File: config.mk
export PLATFORM = sky130hd
export DESIGN_NAME = sram_spi_dev
export DESIGN_NICKNAME = d
export VERILOG_FILES = /design/src/rtl/sram_spi_pkg.sv /design/src/rtl/sram_spi_sync.sv /design/src/rtl/sram_spi_mem.sv /design/src/rtl/sram_spi_ctrl.sv /design/src/rtl/sram_spi_dev.sv
export SDC_FILE = /design/constraint.sdc
export NUM_CORES = 2
export LEC_CHECK = 0
export BUFFER_PORTS_ARGS = -buffer_cell sky130_fd_sc_hd__buf_2
export CAP_MARGIN = 10
export CORE_MARGIN = 1.5
export CORE_UTILIZATION = 36
export CTS_BUF_LIST = sky130_fd_sc_hd__clkbuf_4 sky130_fd_sc_hd__clkbuf_8
export DETAILED_ROUTE_END_ITERATION = 12
export PLACE_DENSITY_LB_ADDON = 0.1
export SKIP_LAST_GASP = 1
export SYNTH_ARGS = -nofsm -noshare
export SYNTH_HDL_FRONTEND = slang
export SYNTH_HIERARCHICAL = 1
export SYNTH_SLANG_ARGS = --single-unit
File: constraint.sdc
create_clock -name clk -period 4.7 [get_ports clk]
set_clock_uncertainty 0.1 [all_clocks]
set_input_delay 0.47 -clock clk [delete_from_list [all_inputs] [get_ports clk]]
set_output_delay 0.47 -clock clk [all_outputs]
set_load 0.01 [all_outputs]
File: src/rtl/sram_spi_pkg.sv
package sram_spi_pkg;

  typedef enum logic [1:0] {
    MODE_BYTE = 2'b00,
    MODE_SEQ  = 2'b01,
    MODE_PAGE = 2'b10,
    MODE_RSVD = 2'b11
  } acc_mode_e;

  typedef enum logic [2:0] {
    ST_CMD,
    ST_ADDR,
    ST_WDATA,
    ST_RDATA,
    ST_MODEW,
    ST_MODER,
    ST_IGNORE
  } ctl_state_e;

  localparam logic [7:0] OP_WRITE  = 8'h02;
  localparam logic [7:0] OP_READ   = 8'h03;
  localparam logic [7:0] OP_WRMODE = 8'h01;
  localparam logic [7:0] OP_RDMODE = 8'h05;

  localparam int ADDR_W     = 24;
  localparam int ADDR_BYTES = ADDR_W / 8;
  localparam int PAGE_BITS  = 5;

endpackage

File: src/rtl/sram_spi_sync.sv
module sram_spi_sync #(
  parameter int SYNC_STAGES = 2
) (
  input  logic clk,
  input  logic rst,
  input  logic sck,
  input  logic cs_n,
  input  logic mosi,
  output logic sck_rise,
  output logic sck_fall,
  output logic cs_n_s,
  output logic mosi_s
);

  logic [SYNC_STAGES-1:0] sck_p;
  logic [SYNC_STAGES-1:0] cs_p;
  logic [SYNC_STAGES-1:0] mosi_p;
  logic                   sck_last;

  always_ff @(posedge clk) begin
    if (rst) begin
      sck_p    <= '0;
      cs_p     <= '1;
      mosi_p   <= '0;
      sck_last <= 1'b0;
    end else begin
      sck_p    <= {sck_p[SYNC_STAGES-2:0], sck};
      cs_p     <= {cs_p[SYNC_STAGES-2:0], cs_n};
      mosi_p   <= {mosi_p[SYNC_STAGES-2:0], mosi};
      sck_last <= sck_p[SYNC_STAGES-1];
    end
  end

  assign sck_rise = sck_p[SYNC_STAGES-1] & ~sck_last;
  assign sck_fall = ~sck_p[SYNC_STAGES-1] & sck_last;
  assign cs_n_s   = cs_p[SYNC_STAGES-1];
  assign mosi_s   = mosi_p[SYNC_STAGES-1];

endmodule

File: src/rtl/sram_spi_mem.sv
module sram_spi_mem #(
  parameter int DEPTH = 256,
  parameter int AW    = $clog2(DEPTH)
) (
  input  logic          clk,
  input  logic          we,
  input  logic [AW-1:0] waddr,
  input  logic [7:0]    wdata,
  input  logic [AW-1:0] raddr,
  output logic [7:0]    rdata,
  input  logic [AW-1:0] dbg_addr,
  output logic [7:0]    dbg_data
);

  logic [7:0] mem [DEPTH];

  always_ff @(posedge clk) begin
    if (we) mem[waddr] <= wdata;
    rdata    <= mem[raddr];
    dbg_data <= mem[dbg_addr];
  end

endmodule

File: src/rtl/sram_spi_ctrl.sv
module sram_spi_ctrl
  import sram_spi_pkg::*;
#(
  parameter int AW = 8
) (
  input  logic              clk,
  input  logic              rst,
  input  logic              sck_rise_raw,
  input  logic              sck_fall_raw,
  input  logic              cs_n_s,
  input  logic              mosi_s,
  input  logic [7:0]        rd_data,
  output logic              mem_we,
  output logic [AW-1:0]     mem_addr,
  output logic [7:0]        mem_wdata,
  output logic              miso_q,
  output logic              miso_oe,
  output logic              byte_done,
  output ctl_state_e        state_q,
  output acc_mode_e         mode_q,
  output logic [ADDR_W-1:0] addr_q
);

  logic [2:0] bit_cnt_q;
  logic [6:0] rx_q;
  logic [1:0] abyte_q;
  logic       is_read_q;
  logic [7:0] tx_q;
  logic [7:0] rx_byte;
  logic       sck_rise;
  logic       sck_fall;
  logic       single;

  assign sck_rise  = sck_rise_raw & ~cs_n_s;
  assign sck_fall  = sck_fall_raw & ~cs_n_s;
  assign rx_byte   = {rx_q, mosi_s};
  assign byte_done = sck_rise && (bit_cnt_q == 3'd7);
  assign single    = (mode_q == MODE_BYTE) || (mode_q == MODE_RSVD);

  assign mem_we    = byte_done && (state_q == ST_WDATA);
  assign mem_addr  = addr_q[AW-1:0];
  assign mem_wdata = rx_byte;

  function automatic logic [ADDR_W-1:0] next_addr(input logic [ADDR_W-1:0] a,
                                                  input acc_mode_e m);
    if (m == MODE_PAGE)
      return {a[ADDR_W-1:PAGE_BITS], a[PAGE_BITS-1:0] + 1'b1};
    else
      return a + 1'b1;
  endfunction

  always_ff @(posedge clk) begin
    if (rst) begin
      state_q   <= ST_CMD;
      bit_cnt_q <= '0;
      rx_q      <= '0;
      abyte_q   <= '0;
      is_read_q <= 1'b0;
      addr_q    <= '0;
      mode_q    <= MODE_SEQ;
      tx_q      <= '0;
      miso_q    <= 1'b0;
      miso_oe   <= 1'b0;
    end else if (cs_n_s) begin
      state_q   <= ST_CMD;
      bit_cnt_q <= '0;
      abyte_q   <= '0;
      tx_q      <= '0;
      miso_q    <= 1'b0;
      miso_oe   <= 1'b0;
    end else begin
      miso_oe <= 1'b1;
      if (sck_rise) begin
        bit_cnt_q <= bit_cnt_q + 3'd1;
        rx_q      <= {rx_q[5:0], mosi_s};
        if (bit_cnt_q == 3'd7) begin
          unique case (state_q)
            ST_CMD: begin
              abyte_q <= '0;
              if (rx_byte == OP_WRITE || rx_byte == OP_READ) begin
                state_q   <= ST_ADDR;
                is_read_q <= (rx_byte == OP_READ);
              end else if (rx_byte == OP_WRMODE) begin
                state_q <= ST_MODEW;
              end else if (rx_byte == OP_RDMODE) begin
                state_q <= ST_MODER;
              end else begin
                state_q <= ST_IGNORE;
              end
            end
            ST_ADDR: begin
              addr_q <= {addr_q[ADDR_W-9:0], rx_byte};
              if (abyte_q == 2'(ADDR_BYTES - 1))
                state_q <= is_read_q ? ST_RDATA : ST_WDATA;
              else
                abyte_q <= abyte_q + 2'd1;
            end
            ST_WDATA, ST_RDATA: begin
              if (single) state_q <= ST_IGNORE;
              else        addr_q  <= next_addr(addr_q, mode_q);
            end
            ST_MODEW: begin
              mode_q  <= acc_mode_e'(rx_byte[7:6]);
              state_q <= ST_IGNORE;
            end
            default: ;
          endcase
        end
      end
      if (sck_fall) begin
        if (bit_cnt_q == 3'd0 && state_q == ST_RDATA) begin
          miso_q <= rd_data[7];
          tx_q   <= {rd_data[6:0], 1'b0};
        end else if (bit_cnt_q == 3'd0 && state_q == ST_MODER) begin
          miso_q <= mode_q[1];
          tx_q   <= {mode_q[0], 7'b0};
        end else if (state_q == ST_RDATA || state_q == ST_MODER) begin
          miso_q <= tx_q[7];
          tx_q   <= {tx_q[6:0], 1'b0};
        end else begin
          miso_q <= 1'b0;
        end
      end
    end
  end

endmodule

File: src/rtl/sram_spi_dev.sv
module sram_spi_dev
  import sram_spi_pkg::*;
#(
  parameter int   DEPTH        = 256,
  parameter int   SYNC_STAGES  = 2,
  parameter bit   USE_TRISTATE = 1'b0,
  localparam int  AW           = $clog2(DEPTH)
) (
  input  logic          clk,
  input  logic          rst,
  input  logic          spi_sck,
  input  logic          spi_cs_n,
  input  logic          spi_mosi,
  output logic          spi_miso,
  output logic          spi_miso_oe,
  input  logic [AW-1:0] dbg_addr,
  output logic [7:0]    dbg_data
);

  logic              sck_rise;
  logic              sck_fall;
  logic              cs_n_s;
  logic              mosi_s;
  logic              mem_we;
  logic [AW-1:0]     mem_addr;
  logic [7:0]        mem_wdata;
  logic [7:0]        mem_rdata;
  logic              miso_q;
  logic              byte_done;
  ctl_state_e        state_q;
  acc_mode_e         mode_q;
  logic [ADDR_W-1:0] addr_q;

  sram_spi_sync #(.SYNC_STAGES(SYNC_STAGES)) u_sync (
    .clk      (clk),
    .rst      (rst),
    .sck      (spi_sck),
    .cs_n     (spi_cs_n),
    .mosi     (spi_mosi),
    .sck_rise (sck_rise),
    .sck_fall (sck_fall),
    .cs_n_s   (cs_n_s),
    .mosi_s   (mosi_s)
  );

  sram_spi_ctrl #(.AW(AW)) u_ctrl (
    .clk          (clk),
    .rst          (rst),
    .sck_rise_raw (sck_rise),
    .sck_fall_raw (sck_fall),
    .cs_n_s       (cs_n_s),
    .mosi_s       (mosi_s),
    .rd_data      (mem_rdata),
    .mem_we       (mem_we),
    .mem_addr     (mem_addr),
    .mem_wdata    (mem_wdata),
    .miso_q       (miso_q),
    .miso_oe      (spi_miso_oe),
    .byte_done    (byte_done),
    .state_q      (state_q),
    .mode_q       (mode_q),
    .addr_q       (addr_q)
  );

  sram_spi_mem #(.DEPTH(DEPTH), .AW(AW)) u_mem (
    .clk      (clk),
    .we       (mem_we),
    .waddr    (mem_addr),
    .wdata    (mem_wdata),
    .raddr    (mem_addr),
    .rdata    (mem_rdata),
    .dbg_addr (dbg_addr),
    .dbg_data (dbg_data)
  );

  generate
    if (USE_TRISTATE) begin : g_tri
      assign spi_miso = spi_miso_oe ? miso_q : 1'bz;
    end else begin : g_low
      assign spi_miso = spi_miso_oe & miso_q;
    end
  endgenerate

endmodule

* Yosys cells after proc, flatten, opt, wreduce, memory -nomap -nowiden
Memories as Yosys holds them, arrays and structs flattened. A register that Yosys moved wholly into a read port is not among the register bits. Index checks and enable logic that the tools add are counted.
Word-level totals: input port bits 13, register bits after elaboration 59, output and inout bits 10, memories 1, bits in writable memories 2048, logic and storage cells 91
Memories:
- u_mem.mem | depth 256, width 8, read ports 2, clocked after memory_dff 2, write ports 1, line sram_spi_mem.sv:15 | logic [7:0] mem [DEPTH];
Operators by class: equal/unequal tests 18, reductions and logical operators 24, mux-type cells 21, $add $sub $neg 4, bitwise gates (word level) 8
Operator list (number):
- $mux 24 | 2
- $pmux 24 s2 | 1
- $add 24x1->24 const B | 1
- $mux 8 | 3
- $eq 8x2->1 const B | 2
- $reduce_and 5->1 | 3
- $mux 3 | 4
- $pmux 3 s4 | 1
- $eq 3x3->1 const B | 3
- $eq 8x1->1 const B | 1
- $eq 8x3->1 const B | 1
- $reduce_and 4->1 | 2
- $mux 1 | 7
- $eq 2x2->1 const B | 3
- $eq 3x2->1 const B | 2
- $logic_not 3->1 | 2
- $ne 2x2->1 const B | 3
- $reduce_and 6->1 | 1
- $add 5x1->5 const B | 1
- $and 1x1->1 | 5
- $logic_and 1x1->1 | 4
- $mux 2 | 2
- $ne 2x1->1 const B | 2
- $pmux 2 s2 | 1
- other kinds (11) | 18

* Logic depth before layout (Yosys ltp)
depth in word-level cells 7, mapped depth 12, mapped depth without buffers 7

* Cells and area by module
The synthesis kept the hierarchy.
By module, submodules not included:
- sram_spi_mem | instances 1, seq. area each 61819.3 µm², cells an instance 4847, area an instance 96973.0 µm²
- sram_spi_ctrl | instances 1, seq. area each 1021.0 µm², cells an instance 398, area an instance 3020.4 µm²
- sram_spi_sync | instances 1, seq. area each 140.1 µm², cells an instance 16, area an instance 196.4 µm²
- sram_spi_dev | instances 1, seq. area each 0.0 µm², cells an instance 1, area an instance 6.3 µm²

* Least setup slack after synthesis
OpenSTA, ideal clock, no wires.
path type reg-to-reg, from reg u_ctrl.rx_q[2], to reg u_ctrl.is_read_q, period minus slack after synthesis 4722 ps, required time 4472 ps, setup slack -22 ps, stages on the path, launching flop included 6, path buffers 0, setup time 128 ps, data arrival time 4494 ps, cell sequence dfxtp_1 -> or4_1 -> nor4b_1 -> nand3_1 -> mux2i_1 -> nor2_1
On the way: longest elaborated chain between the ends 3, elaborated cells between the ends (all ways) 4, classes of those cells eq/ne (2); reduce/logical (2)
Ends and longest elaborated chain:
- from (decl) | line sram_spi_ctrl.sv:25 | logic [6:0] rx_q;
- from (signal assigned) | line sram_spi_ctrl.sv:75 | rx_q <= {rx_q[5:0], mosi_s};
- $eq 8x2->1 (on tied branches) | line sram_spi_ctrl.sv:80, sram_spi_ctrl.sv:82
- $logic_or 1x1->1 | line sram_spi_ctrl.sv:80 | if (rx_byte == OP_WRITE || rx_byte == OP_READ) begin
- $reduce_and 5->1 (no source line)
- to (signal assigned) | line sram_spi_ctrl.sv:82 | is_read_q <= (rx_byte == OP_READ);
- to (decl) | line sram_spi_ctrl.sv:27 | logic is_read_q;
Several ways; a longest one is shown, not always the timed one. A chain may end at the register's enable or synchronous reset.

==> metrics.txt <==
HPWL Detailed 235 mm; Reg2Reg Depth 8; Netlist Area Pre-Place 99100 um^2; WP data required 5490 ps; share of layout cells above drive strength 1 0.391; final number of hold-violating endpoints 0; router iterations before antenna repair 6; clock power share 0.440; ANT nets after route 0; Post-layout nets 5718; setup violators final 0; YS warnings 6; Post-CTS Resized 0; Gate power share 0.043; CTS root buf clkbuf_8; post-route minimum period roughly 4300 ps; Lkg Pwr ~36 nW; initial core utilization 0.362; outcome finished, final reports clean; drt via density 6.07; global-route wire length before repair slightly below 500 mm; post-detailed-route DRC marker count 0; Avg WL per Cell 37.0 um; die span in x between 500 and 600 um; VDD IR-drop max 0.000191 V; Die Y between 500 and 600 um; Rows 192; Reg clk slew, reported paths ~60 ps; placed instance count 8900; synthesized net count between 5000 and 6000; CTS H-tree depth 5; gr usage total 0.253; Syn Inst Count 5119; Num CTS Buffers 379; Final Cycle Share 0.919; switching part of the total 0.232; worst hold path type in -> reg; critical path data arrival time 5110 ps; clk_lat worst skew 1060 ps; Max FO, Critical Path 31; syn avg cell area 19.4 um^2; Sum Neg Setup Slack 0 ps; Crit. End Element flop; # port buffers 22; IO Pins 23; drt initial violations 7197; crit path to u_mem/rdata[4]$_DFF_P_; GPL Wtd Cong approximately 0.87; final global-route overflow total 0; max cap viols 0; Vias 58300; routed wire length 355 mm; Area growth, synth to finish 14.8%; hold_ws 210 ps; pin count of the biggest net entering global routing approximately 150; FF-to-FF End u_mem/rdata[4]$_DFF_P_; number of global-route vias before repair 59300; die area 278000 um^2; initial antenna violation count 13; TritonCTS clock tree built; PwrDens 346 nW/um^2; Sequential Power Share 0.518; post-route cell area 114000 um^2; Slew Viols, Final 0; Cell Area, Placed roughly 110000 um^2; Setup CP Type reg -> reg; P_sw 9.13 mW; Core ar. 274000 um^2; startpoint class of the critical path flop; Int Pwr 30.2 mW; RSZ-0062 raised after global routing no; non-filler cells in the finished layout 9596; CTS max path bufs 4; Worst Setup SP u_ctrl/addr_q[0]$_SDFFE_PP0P_; clk sinks 2106; r2r startpoint u_ctrl/addr_q[0]$_SDFFE_PP0P_; Least-Margin Pin Slew around 1300 ps; Rel. slew slack 0.161; Max Fclk approximately 230 MHz; reg2reg setup slack 380 ps
[layout by cell type (no fill, tap or decap), drive strengths merged, types with 22 or more instances in the layout]
| cell type | instances |
|---|---|
| a22o | 22 |
| a221oi | 37 |
| o21ai | 46 |
| mux4 | 1051 |
| edfxtp | 2048 |
| nor2b | 37 |
| nor2 | 333 |
| clkinv | 147 |
| a211oi | 35 |
| nand3 | 59 |
| a22oi | 69 |
| nand2 | 144 |
| buf | 619 |
| o22ai | 50 |
| inv | 25 |
| clkbuf | 502 |
| mux2 | 39 |
| a21oi | 99 |
| nor3 | 24 |
| mux2i | 243 |
| dfxtp | 58 |
| o221ai | 67 |
[worst min path at each step]
stage / startpoint / endpoint / slack [ps] / cells after the start
floorplan: u_sync/cs_p[0]$_SDFF_PP1_ / u_sync/cs_p[1]$_SDFF_PP1_ / 280 / 1
global placement: u_sync/cs_p[0]$_SDFF_PP1_ / u_sync/cs_p[1]$_SDFF_PP1_ / 310 / 1
detailed placement: u_sync/cs_p[0]$_SDFF_PP1_ / u_sync/cs_p[1]$_SDFF_PP1_ / 300 / 1
CTS: dbg_addr[5] / u_mem/dbg_data[4]$_DFF_P_ / 130 / 6
global route: dbg_addr[2] / u_mem/dbg_data[0]$_DFF_P_ / 170 / 3
finish: dbg_addr[2] / u_mem/dbg_data[0]$_DFF_P_ / 210 / 3
[state kept, by name, indices dropped and copies added (netlist names)]
name,flops
u_mem/rdata,8
u_sync/sck_p,2
u_ctrl/tx_q,7
u_sync/sck_last,1
u_mem/dbg_data,8
u_ctrl/miso_q,1
u_mem/mem,2048
u_ctrl/mode_q,2
u_ctrl/addr_q,8
u_sync/cs_p,2
u_sync/mosi_p,2
u_ctrl/state_q,3
u_ctrl/abyte_q,2
u_ctrl/is_read_q,1
u_ctrl/rx_q,7
u_ctrl/miso_oe,1
u_ctrl/bit_cnt_q,3
[power groups by stage]
| stage | clock network [mW] | registers, mW | logic (mW) |
|---|---|---|---|
| floorplan | 0 | 20.7 | 0.991 |
| global placement | 0 | 20.8 | 1.67 |
| detailed placement | 0 | 20.8 | 1.67 |
| CTS | 17.7 | 20.4 | 1.68 |
| global route | 18.5 | 20.4 | 1.73 |
| finish | 17.3 | 20.4 | 1.67 |
[final cells by class]
class	instances	area (um^2)
well taps	3589	4490
repair buffers	626	5400
clock inverters	176	1150
clock buffers	502	6240
fillers	24200	160000
multi-input cells	2569	33700
flip-flops and latches	2106	62700
inverters	17	67.6
diodes	11	27.5
[per-stage QoR]
stage / utilization / setup WS, ps / power (mW)
6_report: 0.416 / 379 / 39.3
4_1_cts: 0.416 / 351 / 39.8
3_3_place_gp: 0.388 / 4.05 / 22.4
2_1_floorplan: - / 39.6 / 21.7
5_1_grt: 0.416 / 319 / 40.5
3_5_place_dp: 0.388 / 240 / 22.4
[routing by layer]
| metal | vias to the layer above | wire length, um | global-route usage |
|---|---|---|---|
| li1 | 23200 | - | - |
| met1 | 32000 | 151000 | 0.355 |
| met2 | 2592 | 167000 | 0.402 |
| met3 | 470 | 26400 | 0.0459 |
| met4 | 4 | 10500 | 0.0730 |
| met5 | - | 27 | 0 |
[worst max-delay path, stage by stage, from the launching register on]
cell	delay, ps
dfxtp_4	1020
buf_12	260
buf_12	260
mux4_2	560
mux4_2	550
nand2_1	180
o31ai_1	170
a211oi_1	850
nor4_1	110
[what timing repair did]
item | in CTS | in global routing
hold endpoints to repair | 25 | 0
hold buffers | 7 | 0
buffers inserted | 0 | 0
Power figures use the tool's default switching activity.
